File: src/rtl/cos_irq_pkg.sv
// Package: shared types for the change-of-state interrupt unit.
// Assumes: a single request source mode is active at any time.
package cos_irq_pkg;
    typedef enum logic {
        MODE_COS  = 1'b0,
        MODE_LOW  = 1'b1
    } irq_mode_e;
endpackage

File: src/rtl/cos_sync.sv
// Module: multi-stage synchroniser for a word of asynchronous inputs.
// Assumes: each bit is independent (no word coherence across bits is needed).
module cos_sync #(
    parameter int WIDTH  = 16,
    parameter int STAGES = 2
) (
    input  logic             clk,
    input  logic             rst_n,
    input  logic [WIDTH-1:0] d_async,
    output logic [WIDTH-1:0] d_sync
);
    logic [WIDTH-1:0] stg [STAGES];

    // First stage: capture the raw input.
    always_ff @(posedge clk) begin
        if (!rst_n) stg[0] <= '0;
        else        stg[0] <= d_async;
    end

    genvar g;
    generate
        for (g = 1; g < STAGES; g++) begin : g_stage
            // Later stages: shift the sample one stage along.
            always_ff @(posedge clk) begin
                if (!rst_n) stg[g] <= '0;
                else        stg[g] <= stg[g-1];
            end
        end
    endgenerate

    assign d_sync = stg[STAGES-1];
endmodule

File: src/rtl/cos_edge_detect.sv
// Module: compares each synchronised sample with the previous one and flags
// a qualifying transition according to the selected mode.
// Assumes: sample is already synchronised. Detection is held off until the
// synchroniser holds real data and the reference has been loaded from it.
module cos_edge_detect
    import cos_irq_pkg::*;
#(
    parameter int WIDTH   = 16,
    parameter int STAGES  = 2,
    parameter int LOW_CH  = 2
) (
    input  logic             clk,
    input  logic             rst_n,
    input  logic [WIDTH-1:0] sample,
    input  logic [WIDTH-1:0] chan_en,
    input  irq_mode_e        mode,
    output logic             hit
);
    localparam int FILL_MAX = STAGES + 1;
    localparam int FILL_W   = $clog2(FILL_MAX + 1);

    logic [WIDTH-1:0]  prev;
    logic [FILL_W-1:0] fill;
    logic              armed;
    logic [WIDTH-1:0]  any_chg;
    logic [LOW_CH-1:0] low_rise;

    // Previous-sample register, loaded every cycle.
    always_ff @(posedge clk) begin
        if (!rst_n) prev <= '0;
        else        prev <= sample;
    end

    // Pipeline fill counter: saturates once the reference holds a real sample.
    always_ff @(posedge clk) begin
        if (!rst_n)                       fill <= '0;
        else if (fill != FILL_W'(FILL_MAX)) fill <= fill + 1'b1;
    end

    assign armed = (fill == FILL_W'(FILL_MAX));

    // Transition vectors for both modes, masked by the enables.
    always_comb begin
        any_chg  = (sample ^ prev) & chan_en;
        low_rise = sample[LOW_CH-1:0] & ~prev[LOW_CH-1:0] & chan_en[LOW_CH-1:0];
    end

    // Select the active source.
    always_comb begin
        hit = 1'b0;
        if (armed) begin
            if (mode == MODE_COS) hit = |any_chg;
            else                  hit = |low_rise;
        end
    end

    // a flagged transition implies at least one enabled channel.
    a_r2_needs_enable: assert property (@(posedge clk) disable iff (!rst_n)
        hit |-> (chan_en != '0));

    // no transition is flagged before the reference holds real data.
    a_r7_no_early_hit: assert property (@(posedge clk) disable iff (!rst_n)
        (fill == '0) |-> !hit);
endmodule

File: src/rtl/cos_irq_latch.sv
// Module: request flop and capture latch with host clear.
// Assumes: irq_clear takes priority over a new transition in the same cycle.
module cos_irq_latch #(
    parameter int WIDTH = 16
) (
    input  logic             clk,
    input  logic             rst_n,
    input  logic             hit,
    input  logic [WIDTH-1:0] sample,
    input  logic             irq_clear,
    output logic             irq_req,
    output logic [WIDTH-1:0] latch_word
);
    // Request and latch: set on the first transition, frozen while pending.
    always_ff @(posedge clk) begin
        if (!rst_n) begin
            irq_req    <= 1'b0;
            latch_word <= '0;
        end else if (irq_clear) begin
            irq_req    <= 1'b0;
            latch_word <= '0;
        end else if (!irq_req && hit) begin
            irq_req    <= 1'b1;
            latch_word <= sample;
        end
    end

    // a clear empties the request and the latch on the next cycle.
    a_r4_clear_empties: assert property (@(posedge clk) disable iff (!rst_n)
        irq_clear |=> (!irq_req && latch_word == '0));

    // a pending request keeps its latch until cleared.
    a_r5_hold_pending: assert property (@(posedge clk) disable iff (!rst_n)
        (irq_req && !irq_clear) |=> (irq_req && $stable(latch_word)));

    // the latch reads zero whenever no request is pending.
    a_r3_idle_zero: assert property (@(posedge clk) disable iff (!rst_n)
        !irq_req |-> (latch_word == '0));

    // a request only rises after a flagged transition.
    a_r1_rise_cause: assert property (@(posedge clk) disable iff (!rst_n)
        $rose(irq_req) |-> $past(hit));
endmodule

File: src/rtl/cos_irq_unit.sv
// Module: top of the change-of-state interrupt unit.
// Assumes: clk is the sampling clock; din is asynchronous to it; the host
// pulses irq_clear after reading latch_word.
module cos_irq_unit
    import cos_irq_pkg::*;
#(
    parameter int WIDTH  = 16,
    parameter int STAGES = 2,
    parameter int LOW_CH = 2
) (
    input  logic             clk,
    input  logic             rst_n,
    input  logic [WIDTH-1:0] din,
    input  logic [WIDTH-1:0] chan_en,
    input  logic             mode,
    input  logic             irq_clear,
    output logic             irq_req,
    output logic [WIDTH-1:0] latch_word
);
    logic [WIDTH-1:0] sample;
    logic             hit;
    irq_mode_e        mode_e;

    assign mode_e = irq_mode_e'(mode);

    cos_sync #(.WIDTH(WIDTH), .STAGES(STAGES)) u_sync (
        .clk     (clk),
        .rst_n   (rst_n),
        .d_async (din),
        .d_sync  (sample)
    );

    cos_edge_detect #(.WIDTH(WIDTH), .STAGES(STAGES), .LOW_CH(LOW_CH)) u_edge (
        .clk     (clk),
        .rst_n   (rst_n),
        .sample  (sample),
        .chan_en (chan_en),
        .mode    (mode_e),
        .hit     (hit)
    );

    cos_irq_latch #(.WIDTH(WIDTH)) u_latch (
        .clk        (clk),
        .rst_n      (rst_n),
        .hit        (hit),
        .sample     (sample),
        .irq_clear  (irq_clear),
        .irq_req    (irq_req),
        .latch_word (latch_word)
    );
endmodule

File: config.mk
export PLATFORM = sky130hd
export DESIGN_NAME = cos_irq_unit
export DESIGN_NICKNAME = d
export VERILOG_FILES = /design/src/rtl/cos_irq_pkg.sv /design/src/rtl/cos_sync.sv /design/src/rtl/cos_edge_detect.sv /design/src/rtl/cos_irq_latch.sv /design/src/rtl/cos_irq_unit.sv
export SDC_FILE = /design/constraint.sdc
export NUM_CORES = 1
export LEC_CHECK = 0
export BUFFER_PORTS_ARGS = -buffer_cell sky130_fd_sc_hd__buf_4
export CAP_MARGIN = 15
export CORE_ASPECT_RATIO = 0.5
export CORE_UTILIZATION = 53
export CTS_CLUSTER_DIAMETER = 150
export DETAILED_ROUTE_END_ITERATION = 8
export GPL_TIMING_DRIVEN = 0
export PLACE_DENSITY = 0.83
export SLEW_MARGIN = 20
export SYNTH_ARGS = -nofsm -noshare
export SYNTH_HDL_FRONTEND = slang
export SYNTH_HIERARCHICAL = 1
export SYNTH_SLANG_ARGS = --single-unit
File: constraint.sdc
create_clock -name clk -period 2.7 [get_ports clk]
set_clock_uncertainty 0.1 [all_clocks]
set_input_delay 0.405 -clock clk [delete_from_list [all_inputs] [get_ports clk]]
set_output_delay 0.405 -clock clk [all_outputs]
set_load 0.005 [all_outputs]
After elaboration in Yosys (flattened, before gate mapping)
Memories as Yosys holds them, arrays and structs flattened.
Cells that the tools add are included.
{"block": "totals", "ramBits": 32, "register_bits": 35, "in_bits": 36, "word_cells": 27, "memories": 1, "output_inout_bits": 17}
{"memory": "u_sync.stg", "depth": 2, "width": 16, "read_ports": 2, "rd_clocked_by_memory_dff": 0, "write_ports": 2, "line": "cos_sync.sv:12", "source": "logic [WIDTH-1:0] stg [STAGES];"}
{"block": "op_classes", "n_addsub": 1, "n_eq_ne": 2, "n_reduce_logical": 5, "n_bitwise": 8, "mux": 6}
{"op": "$mux W16", "count": 2}
{"op": "$and A16 B16 Y16", "count": 1}
{"op": "$reduce_or A16 Y1", "count": 1}
{"op": "$xor A16 B16 Y16", "count": 1}
{"op": "$and A2 B2 Y2", "count": 2}
{"op": "$mux W1", "count": 4}
{"op": "$reduce_or A2 Y1", "count": 2}
{"op": "$add A2 B1 Y2 const B", "count": 1}
{"op": "$eq A2 B2 Y1 const B", "count": 1}
{"op": "$ne A2 B2 Y1 const B", "count": 1}
{"op": "$not A2 Y2", "count": 1}
{"op": "$or A1 B1 Y1", "count": 2}
{"op": "$logic_and A1 B1 Y1", "count": 1}
{"op": "$logic_not A1 Y1", "count": 1}
{"op": "$not A1 Y1", "count": 1}

Logic depth before layout (Yosys ltp)
Gate-level depths: netlist (run 1).
{"block": "depth", "word_depth": 7, "depth_mapped": 11, "depth_no_buf": 9}

Modules after synthesis
The synthesis (run 1) kept the hierarchy.
{"mod": "cos_sync", "cells_per_inst": 67, "n_inst": 1, "area_per_inst_um2": 895.9, "seq_area_each_um2": 640.6}
{"mod": "cos_edge_detect", "cells_per_inst": 74, "n_inst": 1, "area_per_inst_um2": 765.7, "seq_area_each_um2": 360.3}
{"mod": "cos_irq_latch", "cells_per_inst": 76, "n_inst": 1, "area_per_inst_um2": 742.0, "seq_area_each_um2": 340.3}

Least setup slack after synthesis (run 1)
No wires, ideal clock.
{"block": "synth_path", "kind": "register to register", "from": "register u_edge.prev[0]", "to": "register u_latch.latch_word[10]", "slack_ns": 0.702, "arrival_ns": 1.780, "stages_incl_launch_ff": 12, "synth_period_minus_slack_ns": 1.998, "n_path_buf": 2, "setup_time_ns": 0.118, "required_time_ns": 2.482, "path_cell_list": "dfxtp_1 -> inv_1 -> ha_1 -> inv_1 -> a221oi_1 -> nand3_1 -> o311a_1 -> nor2b_1 -> buf_4 -> buf_6 -> nand2_1 -> a21oi_2"}
{"block": "synth_between", "elab_chain_cells": 7, "word_cells_on_any_way": 10, "classes_between": "2 x mux; 5 x bitwise; 3 x reduce/logical"}
{"item": "start, declared", "line": "cos_edge_detect.sv:22", "source": "logic [WIDTH-1:0] prev;"}
{"item": "start signal, assigned", "line": "cos_edge_detect.sv:31", "source": "else prev <= sample;"}
{"item": "parallel branches: the longest is 4 deep, another holds $xor A16 B16 Y16"}
{"item": "$mux W1 (*)", "line": "cos_edge_detect.sv:52", "source": "if (mode == MODE_COS) hit = |any_chg;"}
{"item": "$mux W1 (*)", "line": "cos_edge_detect.sv:51", "source": "if (armed) begin"}
{"item": "net hit", "line": "cos_irq_unit.sv:21", "source": "logic hit;"}
{"item": "$logic_and A1 B1 Y1 (*)", "line": "cos_irq_latch.sv:22", "source": "end else if (!irq_req && hit) begin"}
{"item": "end signal, assigned", "line": "cos_irq_latch.sv:24", "source": "latch_word <= sample;"}
{"item": "end, declared", "line": "cos_irq_latch.sv:12", "source": "output logic [WIDTH-1:0] latch_word"}
Mark *: on every way through the listed nets, which the timed path passes.
A chain may end at the register's enable or synchronous reset.

==> results of run 1 <==
## final cells by class
class	count	share of cell area (%)
Timing Repair Buffer	52	12.9
Tap cell	54	2.22
Inverter	4	0.494
Buffer	10	2.68
Sequential cell	67	44.2
Clock inverter	7	1.73
Multi-Input combinational cell	136	31.8
Clock buffer	9	4.08
## flip-flops by register name, indices dropped and copies added (netlist names)
register            count
u_edge/fill             2
u_latch/irq_req         1
u_edge/prev            16
u_sync/stg             32
u_latch/latch_word     16
## critical path, delay by kind of cell (launching register included)
family	cells	cell delay (ps)
buffers and inverters	3	340
AND/OR/NAND/NOR	3	330
AO/OA/AOI/OAI	3	670
adder cells (fa/ha/maj)	1	280
flip-flops	1	350
## through the flow
stage	area (um2)	hold WS, ps
after floorplan	2400	320
after global routing	3040	158
after global placement	2860	325
after CTS	3040	153
final	3040	179
after detailed placement	2860	330
## cell families (layout without fill, tap and decap cells)
kind of cell | after synthesis | in the layout
AOI/OAI and AO/OA | 25 | 25
DFF | 67 | 67
muxes | 1 | 1
buffers and inverters | 14 | 82
and+or+nand+nor | 92 | 92
adders and majority gates | 3 | 3
xor gates and xnor gates | 15 | 15
## worst paths after layout
kind | slack [ps] | end | startpoint | cells after the start
setup / recovery | 520 | u_latch/latch_word[1]$_SDFFE_PP0P_ | u_sync/stg[1][0]$_SDFF_PN0_ | 10
hold / removal | 180 | u_sync/stg[0][15]$_SDFF_PN0_ | din[15] | 2
setup reg to reg | 520 | u_latch/latch_word[1]$_SDFFE_PP0P_ | u_sync/stg[1][0]$_SDFF_PN0_ | 10
hold reg to reg | 340 | u_sync/stg[1][14]$_SDFF_PN0_ | u_sync/stg[0][14]$_SDFF_PN0_ | 1
## power by group through the flow
stage | clock [mW] | combinational [mW] | sequential (mW)
after floorplan | 0 | 0.0947 | 1.06
after global placement | 0 | 0.150 | 1.07
after detailed placement | 0 | 0.155 | 1.07
after CTS | 0.741 | 0.156 | 1.05
after global routing | 0.788 | 0.170 | 1.05
final | 0.716 | 0.155 | 1.05
## layer usage
layer,part of all wire (%),GRT usage [%],up-vias
li1,-,-,815
met1,47,25.0,705
met2,45,32.4,44
met3,5.5,8.37,11
met4,2.2,12.0,0
met5,0,0,-
## layout by cell type (no fill, tap or decap), drive strengths merged
cell type	netlist	layout
a222oi	1	1
clkbuf	4	13
clkinv	0	5
buf	6	58
nor2	2	2
inv	4	5
mux2i	1	1
a221oi	1	1
and2	49	49
dfxtp	67	67
xnor2	1	1
a21oi	16	16
o311a	1	1
xor2	14	14
nand2	35	35
a22oi	6	6
nand3	2	2
nand2b	2	2
ha	3	3
clkinvlp	0	1
nor2b	2	2
==> results.json, run 1 <==
{
  "wire_per_inst_um": 12.8,
  "h-tree-depth": 3,
  "cp_max_fo": 10,
  "grt_overflow": 0,
  "synth_xor_area_share_pct": 5.47,
  "syn_area_um2": 2400,
  "cts_hold_buf": 0,
  "synth_top_area_cell": "dfxtp_1",
  "slew_viol_final": 0,
  "initial_core_util_pct": 58.3,
  "syn_inst": 217,
  "finalSetupViolCount": 0,
  "finalWeightedCongestion": 0.919,
  "crit_required_ps": 2830,
  "drive_above_1_share_pct": 45.3,
  "clkTransAtPathRegs_ps": 70,
  "dp_hpwl_um": 3250,
  "critPathMaxStageDelay_ps": 350,
  "syn_to_final_growth_pct": 26.4,
  "rsz0062_at_grt": "false",
  "synth_edf_count": 0,
  "grt_usage_pct": 20.9,
  "postSynthAreaPerCell_um2": 11.1,
  "setup_ws_ps": 524,
  "cts_setup_buffers": 0,
  "cts_made_buffers": 9,
  "ys_seq_elements": 67,
  "io_pins": 53,
  "synthTopCellsByCount": "dfxtp_1, and2_2, nand2_1",
  "root_buffer": "clkbuf_8",
  "drt-total-wl_um": 4340,
  "nNetsFinal": 319,
  "dieArea_um2": 4820,
  "drtIter0Drc": 65,
  "ctsResizeCount": 0,
  "worst_setup_path_end_kind": "flop",
  "vias_per_cell": 4.65,
  "timing_worst_setup_path_type": "reg -> reg",
  "rows": 16,
  "power.density_nw_per_um2": 631,
  "antenna_found_initial": 0,
  "post-place-ws_ps": 539,
  "worst_pin_slew_ps": 368,
  "muxShareOfSynthArea_pct": 0.416,
  "design_power_total_mw": 1.92,
  "p_sw_share_pct": 24.3,
  "ant_nets": 0,
  "firstDrtPassIters": 4,
  "cap_viol_max_count": 0,
  "synthArstFlopShare_pct": 0,
  "hp-class": "in -> reg",
  "hold_violations": 0,
  "io_buffers": 52,
  "p_sw_uw": 466,
  "cp_cell_sequence": "ha_1 > inv_1 > a221oi_1 > nand3_1 > o311a_1 > nor2b_1 > buf_4 > buf_6 > nand2_1 > a21oi_2",
  "grt_pass1_vias": 1565,
  "numPlacedInstances": 323,
  "vias": 1575,
  "multiInputGateArea_um2": 966,
  "p_int_mw": 1.45,
  "synth_top_family_by_area": "simple AND/OR/NAND/NOR gates",
  "relSlewSlack_pct": 75.5,
  "p_leak_nw": 1.35,
  "cts.path.max_buffers": 2,
  "ir_drop_mv": 0.380,
  "yosys.area.top_type_share_pct": 55.8,
  "period_minus_slack_ps": 2180,
  "start_kind": "flop",
  "grt_first_pass_wirelength_um": 7390,
  "core_area_um2": 4120,
  "fin_util_pct": 73.7,
  "status": "finished, final reports clean",
  "synth.most_common_cell": "dfxtp_1",
  "synth-main-ff-cell": "dfxtp_1",
  "yosysSeqAreaShare_pct": 55.8,
  "final_cells": 339,
  "critPathSlowestCell": "dfxtp_1",
  "yosysWarnings": 6,
  "fmax_mhz": 459,
  "yosysUniqueCellTypes": 26,
  "die_w_um": 97.2,
  "clk_latency_ps": 340,
  "synthTopCellsByArea": "dfxtp_1, and2_2, xor2_1",
  "setup_tns_ps": 0,
  "clock_sinks": 67,
  "crit_arrival_ps": 2300,
  "power_frac_seq_pct": 54.6,
  "fillCellCount": 308,
  "power_frac_clock_pct": 37.4,
  "regArea_um2": 1340,
  "syn_nets": 256,
  "synthAdderAreaFrac_pct": 1.56,
  "cts_tree": "yes",
  "route.detailed.drc": 0,
  "insertedDiodeCount": 0,
  "power_frac_comb_pct": 8.1,
  "grt_max_degree": 16,
  "dieHeight_um": 49.6,
  "synth-compound-area-share_pct": 7.96,
  "synth-simple-area-share_pct": 24.8,
  "post-route-period-util_pct": 80.6
}
Note: power is estimated with default switching activity, not from simulation.
==> run 2, diff against run 1 <==
Settings changed: CORE_UTILIZATION 53 to 47, PLACE_DENSITY 0.83 to 0.78.
Clock period 2.7 ns to 1.85 ns, I/O delays scaled along.
==> results.json, run 2 (synthesized netlist as in run 1, its figures left out) <==
{
  "crit_buf_inv": 4,
  "clkTransAtPathRegs_ps": 70,
  "post-place-ws_ps": -305,
  "worst_setup_path_end_kind": "flop",
  "power_frac_clock_pct": 40.7,
  "finalWeightedCongestion": 0.770,
  "grt_first_pass_wirelength_um": 7340,
  "wire_per_inst_um": 13.0,
  "clk_latency_ps": 320,
  "period_minus_slack_ps": 2030,
  "insertedDiodeCount": 0,
  "vias_per_cell": 4.50,
  "clock_sinks": 67,
  "power_frac_comb_pct": 8.6,
  "design_power_total_mw": 3.01,
  "nNetsFinal": 321,
  "cts_made_buffers": 9,
  "failed_checks": "setup timing",
  "setup_ws_ps": -183,
  "fillCellCount": 345,
  "cpLargestDelayFamily": "compound AO/OA/AOI/OAI gates",
  "power.density_nw_per_um2": 927,
  "cpMostUsedCell": "inv_2",
  "p_leak_nw": 1.41,
  "root_buffer": "clkbuf_8",
  "drt-total-wl_um": 4600,
  "syn_to_final_growth_pct": 35.2,
  "cts.path.max_buffers": 2,
  "ir_drop_mv": 0.471,
  "relSlewSlack_pct": 78.5,
  "core_area_um2": 4660,
  "top_regs": "u_sync/stg (32), u_edge/prev (16), u_latch/latch_word (16)",
  "route.detailed.drc": 0,
  "cap_viol_max_count": 0,
  "drive_above_1_share_pct": 56.1,
  "hold_violations": 0,
  "io_pins": 53,
  "cp_cell_sequence": "inv_2 > ha_4 > inv_2 > a221oi_2 > nand3_1 > o311a_1 > nand2b_1 > buf_6 > buf_12 > nand2_4 > a21oi_2",
  "firstDrtPassIters": 4,
  "post-route-period-util_pct": 110,
  "dieHeight_um": 52.6,
  "rsz0062_at_grt": "true",
  "critPathSlowestCell": "dfxtp_1",
  "cp_max_fo": 5,
  "p_sw_uw": 672,
  "grt_pass1_vias": 1569,
  "grt_usage_pct": 19.1,
  "cts_hold_buf": 0,
  "grt_overflow": 0,
  "rows": 17,
  "die_w_um": 103,
  "p_sw_share_pct": 22.3,
  "reg2reg_slack_ps": -180,
  "setup_tns_ps": -2410,
  "power_frac_seq_pct": 50.7,
  "drtIter0Drc": 52,
  "slew_viol_final": 0,
  "h-tree-depth": 3,
  "mostFrequentLayoutCells": "dfxtp_1, buf_4, and2_2",
  "critPathMaxStageDelay_ps": 330,
  "timing_worst_setup_path_type": "reg -> reg",
  "ant_nets": 0,
  "cts_tree": "yes",
  "largest_register_ffs": 32,
  "crit_required_ps": 2000,
  "hp-class": "in -> reg",
  "initial_core_util_pct": 51.6,
  "regArea_um2": 1350,
  "regMostFlops": "u_sync/stg",
  "multiInputGateArea_um2": 1070,
  "p_int_mw": 2.34,
  "dieArea_um2": 5420,
  "fmax_mhz": 492,
  "finalSetupViolCount": 16,
  "vias": 1589,
  "worst_pin_slew_ps": 322,
  "final_common_cell": "dfxtp_1",
  "antenna_found_initial": 0,
  "io_buffers": 52,
  "dp_hpwl_um": 3360,
  "status": "finished with violations",
  "start_kind": "flop",
  "fin_util_pct": 69.8,
  "grt_max_degree": 16,
  "crit_arrival_ps": 2190
}
run 2: cell count changes in the layout (fill, tap and decap cells not counted), moves of 6 or more:
cell     before  now
nand2_2       0   15
nand2_1      25    9
a21oi_1       6    0
a21oi_2      10   16
run 2: final timing paths:
check	end	cells past startpoint	from
setup / recovery	u_latch/latch_word[1]$_SDFFE_PP0P_	11	u_edge/prev[0]$_SDFF_PN0_
setup reg to reg	u_latch/latch_word[1]$_SDFFE_PP0P_	11	u_edge/prev[0]$_SDFF_PN0_
hold reg to reg	u_sync/stg[1][12]$_SDFF_PN0_	1	u_sync/stg[0][12]$_SDFF_PN0_
hold / removal	u_sync/stg[0][10]$_SDFF_PN0_	2	din[10]
run 2: area by class of cell:
| type | count | share of cell area (%) |
|---|---|---|
| Clock inverter | 5 | 1.89 |
| Inverter | 4 | 0.462 |
| Buffer | 9 | 2.39 |
| Multi-Input combinational cell | 136 | 33.0 |
| Clock buffer | 11 | 4.66 |
| Timing Repair Buffer | 55 | 13.6 |
| Tap cell | 66 | 2.54 |
| Sequential cell | 67 | 41.5 |
run 2: metrics by stage:
step / cells / hold WS [ps] / instance area, um2
finish: 353 / 68.9 / 3250
global route: 353 / 45.5 / 3250
CTS: 352 / 57.4 / 3190
detailed placement: 335 / 332 / 2910
global placement: 335 / 324 / 2910
floorplan: 217 / 305 / 2440
run 2: layer usage:
| layer | GRT usage [%] | share of wire [%] | wire, um |
|---|---|---|---|
| met5 | 0 | 0 | 0 |
| met4 | 9.15 | 1.7 | 78 |
| met3 | 6.27 | 6.1 | 280 |
| met2 | 31.0 | 46 | 2100 |
| met1 | 23.2 | 46 | 2140 |
run 2: power groups by stage:
| stage | logic (mW) | clock network, mW | registers (mW) |
|---|---|---|---|
| 3_5_place_dp | 0.235 | 0 | 1.56 |
| 2_1_floorplan | 0.144 | 0 | 1.55 |
| 6_report | 0.258 | 1.23 | 1.53 |
| 3_3_place_gp | 0.227 | 0 | 1.56 |
| 4_1_cts | 0.253 | 1.25 | 1.53 |
| 5_1_grt | 0.282 | 1.32 | 1.53 |
run 2: timing repair:
item	CTS	global route
cloned	1	0
setup buffers	1	1
endpoints found under the setup margin	16	16
gates resized for setup	13	13
pin swaps	30	1
==> run 3, diff against run 2 <==
Settings changed: PLACE_DENSITY 0.78 to 0.79, SYNTH_HIERARCHICAL 1 to not set.
==> results.json, run 3 <==
{
  "synthTopCellsByArea": "dfxtp_1, and2_1, mux2i_1",
  "synthTopCellsByCount": "dfxtp_1, and2_1, nand2_1",
  "post-route-period-util_pct": 111,
  "postSynthAreaPerCell_um2": 10.8,
  "syn_area_um2": 2310,
  "yosysSeqAreaShare_pct": 57.9,
  "regArea_um2": 1350,
  "ir_drop_mv": 0.506,
  "setup_ws_ps": -196,
  "timing_worst_setup_path_type": "reg -> reg",
  "cap_viol_max_count": 0,
  "route.detailed.drc": 0,
  "dp_hpwl_um": 3230,
  "regMostFlops": "u_sync.stg",
  "vias": 1567,
  "worst_setup_path_end_kind": "flop",
  "drtIter0Drc": 55,
  "ys_seq_elements": 67,
  "cts_hold_buf": 0,
  "post-place-ws_ps": -233,
  "status": "finished with violations",
  "grt_first_pass_wirelength_um": 7560,
  "io_pins": 53,
  "rsz0062_at_grt": "true",
  "insertedDiodeCount": 0,
  "cts_made_buffers": 9,
  "yosysWarnings": 0,
  "clk_latency_ps": 340,
  "die_w_um": 101,
  "syn_to_final_growth_pct": 32.2,
  "grt_max_degree": 13,
  "syn_nets": 253,
  "multiInputGateArea_um2": 925,
  "fin_util_pct": 67.2,
  "firstDrtPassIters": 4,
  "dieArea_um2": 5230,
  "crit_required_ps": 1980,
  "ant_nets": 0,
  "rows": 17,
  "synth-main-ff-cell": "dfxtp_1",
  "h-tree-depth": 3,
  "worst_pin_slew_ps": 436,
  "period_minus_slack_ps": 2050,
  "power.density_nw_per_um2": 909,
  "hp-class": "in -> reg",
  "post_dp_cell_area_um2": 2790,
  "numPlacedInstances": 332,
  "drt-total-wl_um": 4510,
  "synthArstFlopShare_pct": 0,
  "final_common_cell": "dfxtp_1",
  "relSlewSlack_pct": 70.9,
  "synth.most_common_cell": "dfxtp_1",
  "antenna_found_initial": 0,
  "crit_arrival_ps": 2180,
  "failed_checks": "setup timing",
  "root_buffer": "clkbuf_8",
  "cp_max_fo": 5,
  "yosysUniqueCellTypes": 21,
  "wire_per_inst_um": 12.8,
  "io_buffers": 52,
  "slew_viol_final": 0,
  "synth_edf_count": 0,
  "finalSetupViolCount": 17,
  "fillCellCount": 375,
  "fmax_mhz": 489,
  "grt_pass1_vias": 1679,
  "nNetsFinal": 321,
  "design_power_total_mw": 2.78,
  "hold_violations": 0,
  "grt_overflow": 0,
  "cts.path.max_buffers": 2,
  "initial_core_util_pct": 50.9,
  "syn_inst": 214,
  "clock_sinks": 67,
  "yosys.area.top_type_share_pct": 57.9,
  "clkTransAtPathRegs_ps": 70,
  "vias_per_cell": 4.44,
  "dieHeight_um": 51.6,
  "synth_top_area_cell": "dfxtp_1",
  "core_area_um2": 4550,
  "start_kind": "flop",
  "finalWeightedCongestion": 0.749,
  "top_regs": "u_sync.stg (32), u_edge.prev (16), u_latch.latch_word (16)",
  "final_cells": 353,
  "p_leak_nw": 1.33,
  "grt_usage_pct": 20.4,
  "largest_register_ffs": 32,
  "design_area_um2": 3060,
  "cts_tree": "yes",
  "mostFrequentLayoutCells": "dfxtp_1, buf_4, and2_1",
  "drive_above_1_share_pct": 28.9
}
[run 3: changes by cell type after synthesis, sizes merged, moves of 2 or more]
| cell | before | now |
|---|---|---|
| nand2 | 35 | 33 |
| clkbuf | 4 | 9 |
| a21oi | 16 | 0 |
| nor2 | 2 | 0 |
| nand2b | 2 | 0 |
| buf | 6 | 2 |
| mux2i | 1 | 17 |
[run 3: worst paths after layout]
path                            depth (start not counted)  slack (ps)                      endpoint                         from
worst min-delay path                                    2          40  u_sync.stg[0][10]$_SDFF_PN0_                      din[10]
worst max register to register                          9        -200  u_latch.irq_req$_SDFFE_PP0P_    u_edge.prev[0]$_SDFF_PN0_
worst min register to register                          1         330   u_sync.stg[1][5]$_SDFF_PN0_  u_sync.stg[0][5]$_SDFF_PN0_
worst max-delay path                                    9        -200  u_latch.irq_req$_SDFFE_PP0P_    u_edge.prev[0]$_SDFF_PN0_
[run 3: area by class of cell]
cell class | count | area share [%]
plain buffers | 11 | 2.13
clock buffers | 10 | 4.17
clock inverters | 6 | 1.39
inverters | 3 | 0.368
multi-input cells | 133 | 30.2
flip-flops and latches | 67 | 44.0
well taps | 66 | 2.70
repair buffers | 57 | 15.1
[run 3: kinds of logic after synthesis]
family,synth area share [%]
buffers and inverters,3.30
AO/OA/AOI/OAI,3.84
AND/OR/NAND/NOR,20.3
XOR/XNOR,5.68
flip-flops,57.9
adder cells (fa/ha/maj),1.62
multiplexers,7.35
[run 3: stage by stage]
| step | hold WS, ps | setup TNS [ps] |
|---|---|---|
| 3_3_place_gp | 318 | -2050 |
| 3_5_place_dp | 320 | -2380 |
| 6_report | 39.5 | -2720 |
| 2_1_floorplan | 305 | -491 |
| 5_1_grt | 23.3 | -4310 |
| 4_1_cts | 26.0 | -3030 |
[run 3: where the power goes]
group | internal [mW] | switching, mW
registers | 1.50 | 0.0322
logic | 0.144 | 0.0915
clock network | 0.484 | 0.532
total | 2.13 | 0.656
[run 3: timing repair]
item | CTS | global route
pin swaps | 2 | 1
hold endpoints to repair | 0 | 0
endpoints found under the setup margin | 17 | 17
setup buffers | 4 | 0
cloned | 1 | 0
gates resized for setup | 3 | 5
[run 3: worst max-delay path, cell delays in order, from the launching register on]
cell and delay (ps):
dfxtp_1 310, inv_1 50, ha_4 260, nor2b_2 40, a2111oi_2 340, nand4_1 150
o2111a_1 270, buf_6 140, buf_12 130, o21a_1 160
[run 3: routing by layer]
metal,vias to the layer above,part of all wire [%],GRT usage (%)
li1,816,-,-
met1,708,49,24.5
met2,37,45,32.2
met3,6,4.5,8.20
met4,0,1.4,10.1
met5,-,0,0
